## config.mk

```make
export PLATFORM = sky130hd
export DESIGN_NAME = fetch_addr_seq
export DESIGN_NICKNAME = d
export VERILOG_FILES = /design/src/rtl/fetch_addr_seq.sv
export SDC_FILE = /design/constraint.sdc
export NUM_CORES = 1
export LEC_CHECK = 0
export BUFFER_PORTS_ARGS = -buffer_cell sky130_fd_sc_hd__buf_2
export CELL_PAD_IN_SITES_DETAIL_PLACEMENT = 0
export CELL_PAD_IN_SITES_GLOBAL_PLACEMENT = 2
export CORE_MARGIN = 2
export CORE_UTILIZATION = 28
export CTS_BUF_LIST = sky130_fd_sc_hd__clkbuf_8
export DETAILED_ROUTE_END_ITERATION = 10
export HOLD_SLACK_MARGIN = 0.08
export PLACE_DENSITY = 0.82
export SYNTH_ARGS = -nofsm -noshare
export SYNTH_HDL_FRONTEND = slang
export SYNTH_SLANG_ARGS = --single-unit
```

## constraint.sdc

```tcl
create_clock -name clk -period 3.7 [get_ports clk]
set_input_delay 0.555 -clock clk [delete_from_list [all_inputs] [get_ports clk]]
set_output_delay 0.555 -clock clk [all_outputs]
set_load 0.01 [all_outputs]
```

## src/rtl/fetch_addr_seq.sv

```systemverilog
module fetch_addr_seq #(
  parameter int AW = 15,
  parameter int DW = 18,
  parameter logic [AW-1:0] RESET_PC = '0
) (
  input  logic          clk,
  input  logic          rst_n,
  input  logic          start,
  input  logic [AW-1:0] index_val,
  input  logic [DW-1:0] mem_rdata,
  output logic [AW-1:0] mem_addr,
  output logic          mem_rd,
  output logic          mem_wr,
  output logic [DW-1:0] mem_wdata,
  output logic [AW-1:0] pc,
  output logic [DW-1:0] instr,
  output logic [AW-1:0] eff_addr,
  output logic          done
);
  localparam int MODE_LO = DW - 2;
  localparam int CLS_BIT = DW - 3;

  typedef enum logic [2:0] {
    S_IDLE, S_LOAD_ADDR, S_READ, S_DECODE_WB, S_FORM_ADDR, S_LOAD_NEXT, S_EXEC_STUB
  } state_t;

  state_t state;
  logic [AW-1:0] lr, zr;
  logic [DW-1:0] nr;
  logic [1:0] mode;
  logic [AW-1:0] fld;

  assign mode = nr[DW-1:MODE_LO];
  assign fld  = nr[AW-1:0];

  always_ff @(posedge clk or negedge rst_n) begin
    if (!rst_n) begin
      state <= S_IDLE;
      pc    <= RESET_PC;
      lr    <= '0;
      nr    <= '0;
      zr    <= '0;
    end else begin
      case (state)
        S_IDLE:      if (start) state <= S_LOAD_ADDR;
        S_LOAD_ADDR: begin lr <= pc; state <= S_READ; end
        S_READ:      begin pc <= pc + 1'b1; state <= S_DECODE_WB; end
        S_DECODE_WB: begin nr <= mem_rdata; state <= S_FORM_ADDR; end
        S_FORM_ADDR: begin
          if (nr[CLS_BIT]) zr <= lr;
          else begin
            case (mode)
              2'b01:   zr <= fld + index_val;
              2'b10:   zr <= fld + pc;
              default: zr <= fld;
            endcase
          end
          state <= S_LOAD_NEXT;
        end
        S_LOAD_NEXT: begin lr <= zr; state <= S_EXEC_STUB; end
        S_EXEC_STUB: state <= S_IDLE;
        default:     state <= S_IDLE;
      endcase
    end
  end

  assign mem_addr  = lr;
  assign mem_rd    = (state == S_READ);
  assign mem_wr    = (state == S_DECODE_WB);
  assign mem_wdata = mem_rdata;
  assign instr     = nr;
  assign eff_addr  = zr;
  assign done      = (state == S_EXEC_STUB);

  p_rdwr_excl_r10: assert property (@(posedge clk) disable iff (!rst_n)
    !(mem_rd && mem_wr));
  p_wb_follows_rd_r3: assert property (@(posedge clk) disable iff (!rst_n)
    mem_rd |=> (mem_wr && $stable(mem_addr)));
  p_pc_step_r2: assert property (@(posedge clk) disable iff (!rst_n)
    mem_rd |=> (pc == AW'($past(pc) + 1'b1)));
  p_done_pulse_r9: assert property (@(posedge clk) disable iff (!rst_n)
    done |=> !done);
  p_ea_to_mar_r8: assert property (@(posedge clk) disable iff (!rst_n)
    done |-> (mem_addr == eff_addr));
  p_busy_ignore_r10: assert property (@(posedge clk) disable iff (!rst_n)
    (mem_rd || mem_wr) |=> !done && !mem_rd);
endmodule

```

==> summary.txt <==
Pwr
  – LEAKAGE: 2.37 nW
  – Total power per unit cell area: 940 mW/mm2
  – Power share of the sequential group: 30.9%
  – Logic gate share of total power: 55.0%
  – Switching power: 2.14 mW
  – Internal power: 2.43 mW
  – Clock network power share: 14.1%
  – Sw Share: 46.9%
  – Peak VDD IR: 0.000222 V

Cells and area
  – Finished Core Util: 34.8%
  – Layout cell share with drive strength beyond 1: 29.7%
  – Final Net Count: 590
  – Area Overhead vs Synth: 20.4%
  – Post-route design area: 0.00486 mm2
  – Diodes inserted: 0

Synth
  – Top-count cell post-synth: nand2_1
  – Post-synthesis compound-gate area fraction: 15.4%
  – Syn. warnings: 0
  – Xor and xnor area share after synthesis: 5.63%
  – Seq cells post-synth: 66
  – Syn Std Cell Area: 0.00404 mm2
  – Share of the synthesized area in the top cell type: 40.9%
  – Synth top cells by count: 89 x nand2_1, 66 x dfrtp_1, 38 x o21ai_0
  – Adder-cell area share of the yosys netlist: 6.38%
  – Simple-gate share of the synthesized area: 16.4%
  – Post-synthesis mux area share: 9.13%
  – Sequential area share after synthesis: 40.9%
  – Top FF cell, synth: dfrtp_1
  – Post-synth EDFFs: 0
  – Async SR Flop Fraction: 100%
  – Main combinational cell family by area after synthesis: simple AND/OR/NAND/NOR gates
  – Leading cell types by total area after synthesis: dfrtp_1 41%, nand2_1 8.3%, ha_1 5.9%
  – Yosys cell types: 47
  – Syn Inst Count: 443
  – Synthesized area per cell: 9.12 um2
  – Syn_nets: 499
  – Yosys top cell by area: dfrtp_1

Placement
  – Dpl ws: 0.291 ns
  – Placed cell area: 0.00466 mm2
  – Placer Congestion: 0.810
  – IO buf count: 119
  – Detailed placement HPWL: 9.21 mm

Global route
  – Largest net degree at the start of global routing: 44
  – First-pass GRT wire length: 18.8 mm
  – Total grt overflow: 0
  – GR Util All Layers: 16.1%
  – Vias in the first global route: 3,411
  – Initial antenna violation count: 0

Setup path
  – Cell mode on critical path: ha_1
  – Worst Setup End Kind: flip-flop
  – Worst EP arrival: 3.67 ns
  – Max stage delay on crit path: 0.47 ns
  – CP Capture Point: eff_addr[8]
  – Worst path cell trace: inv_1, ha_1, mux2_2, ha_1, fa_1, a211oi_4, o21bai_2, a2111oi_4, nor3_1, or4b_1, a22o_1
  – Reg2Reg Depth: 11
  – Worst Path Max Fanout: 3
  – CP required: 3.95 ns
  – Reg2Reg Setup Slack: 0.27 ns
  – Origin of the worst setup path: instr[16]
  – RR Endpoint: eff_addr[8]
  – Worst r2r src: instr[16]
  – Critical Path Start Type: flip-flop
  – Cell at the slowest stage of the critical path: fa_1
  – Critical path class: flip-flop to flip-flop

Floorplanning
  – Die Footprint: 0.0154 mm2
  – Top-level port count: 120
  – Initial Util: 28.9%
  – CORE AREA: 0.0140 mm2
  – Die Y: 124 um
  – # rows: 43
  – Die Width: 124 um

Route
  – ANT nets after route: 0
  – Top sig layer: met4
  – Via Count: 3,456
  – Wirelength, routed: 12.1 mm
  – Wire per inst: 16.8 um
  – DRT iter0 DRCs: 198
  – Via/cell ratio: 4.81
  – # DRC: 0
  – Met3 WL: 541 um
  – Met2 WL: 5.81 mm
  – DRT Pass-1 Iters: 4
  – DRT met1 WL: 5.59 mm

STA
  – Worst hold slack: 0.192 ns
  – Unrepaired setup endpoints after global routing: no
  – Worst Max-Slew Pin Slew: 1.07 ns
  – Max Slew Vio Count: 0
  – Final Worst Setup Slack: 0.271 ns
  – Final setup vio count: 0
  – Final Hold Violating Endpoints: 0
  – Fin crit share: 92.7%
  – Clock skew: 0.00967 ns
  – Relative slew slack: 28.7%
  – Setup_tns: 0 ns
  – Achievable Freq: 292 MHz
  – Final min period: 3.43 ns

Clock network
  – Clk sinks: 66
  – CTS tree: done
  – Post-CTS sizing: 0
  – # Post-CTS Setup Buffers: 0
  – Worst-path clk slew: 0.08 ns
  – Worst skew pair latency: 0.36 ns
  – Hold buffers post-CTS: 0
  – H-tree depth: 3
  – Clock Path Buffers: 2
  – Root buf cell: clkbuf_8
  – CTS Buf Count: 9

Flow run
  – Max-Cap Viols: 0

Outcome
  – Run status: finished, final reports clean

Worst hold path
  – Hold Path Class: input pin to asynchronous set/reset pin
-- cell type report --
cell class              instances  area, um2
inverters                       5       18.8
fillers                      1468       9120
repair buffers                123        626
well taps                     180        225
clock buffers                  10        138
flip-flops and latches         66       1650
clock inverters                 6       65.1
multi-input cells             329       2140
-- per-stage QoR --
| step | cells | total power [mW] |
|---|---|---|
| floorplan | 443 | 3.14 |
| global placement | 703 | 3.90 |
| detailed placement | 703 | 3.95 |
| CTS | 719 | 4.61 |
| global route | 719 | 4.98 |
| finish | 719 | 4.57 |
-- power by group through the flow --
stage	logic (mW)	clock network, mW	registers (mW)
after global placement	2.48	0	1.42
final	2.51	0.644	1.41
after detailed placement	2.53	0	1.43
after floorplan	1.78	0	1.36
after CTS	2.54	0.665	1.41
after global routing	2.83	0.692	1.46
-- critical path: cells and delay by family, from the launching register on --
family / cells / cell delay [ns]
AO/OA/AOI/OAI: 4 / 1.03
adder cells (fa/ha/maj): 3 / 0.91
AND/OR/NAND/NOR: 2 / 0.55
flip-flops: 1 / 0.38
multiplexers: 1 / 0.37
buffers and inverters: 1 / 0.07
-- routing by layer --
layer / track usage, % / vias to the layer above
met1: 21.8 / 1654
met3: 2.61 / 7
met5: 0 / -
li1: - / 1716
met4: 4.71 / 0
met2: 26.6 / 79
-- cells in the final DEF (no fill, tap or decap), drive strengths merged, types with 4 or more instances in the layout --
cell type / n
a31oi: 6
nand4: 5
and3: 5
nor2: 23
o22ai: 5
ha: 19
a21oi: 19
inv: 6
dfrtp: 66
buf: 123
o21ai: 39
mux2: 15
a221oi: 4
clkbuf: 10
nand2b: 4
nor2b: 4
xor2: 5
nor3: 4
xnor2: 21
a211oi: 6
nand2: 89
nand3: 9
mux2i: 20
-- worst min path at each step --
stage                      from      endpoint  slack, ns  cells past startpoint
global placement      instr[17]     instr[17]       0.49                      2
CTS                       rst_n  eff_addr[10]       0.20                      1
finish                    rst_n        pc[10]       0.19                      1
detailed placement  eff_addr[4]   eff_addr[4]       0.50                      2
global route              rst_n  eff_addr[10]       0.22                      1
floorplan                 rst_n   eff_addr[0]       0.26                      0
-- cell families after synthesis --
logic type / count (synthesis)
muxes: 35
DFF: 66
AOI/OAI and AO/OA: 97
xor gates and xnor gates: 26
and+or+nand+nor: 151
adders and majority gates: 20
buffers and inverters: 48
-- flip-flops by register name, summed over array words and instances, names as in the netlist --
name / count
mem_addr: 15
pc: 15
instr: 18
state: 3
eff_addr: 15
No activity file was read; power rests on OpenSTA's default activity.
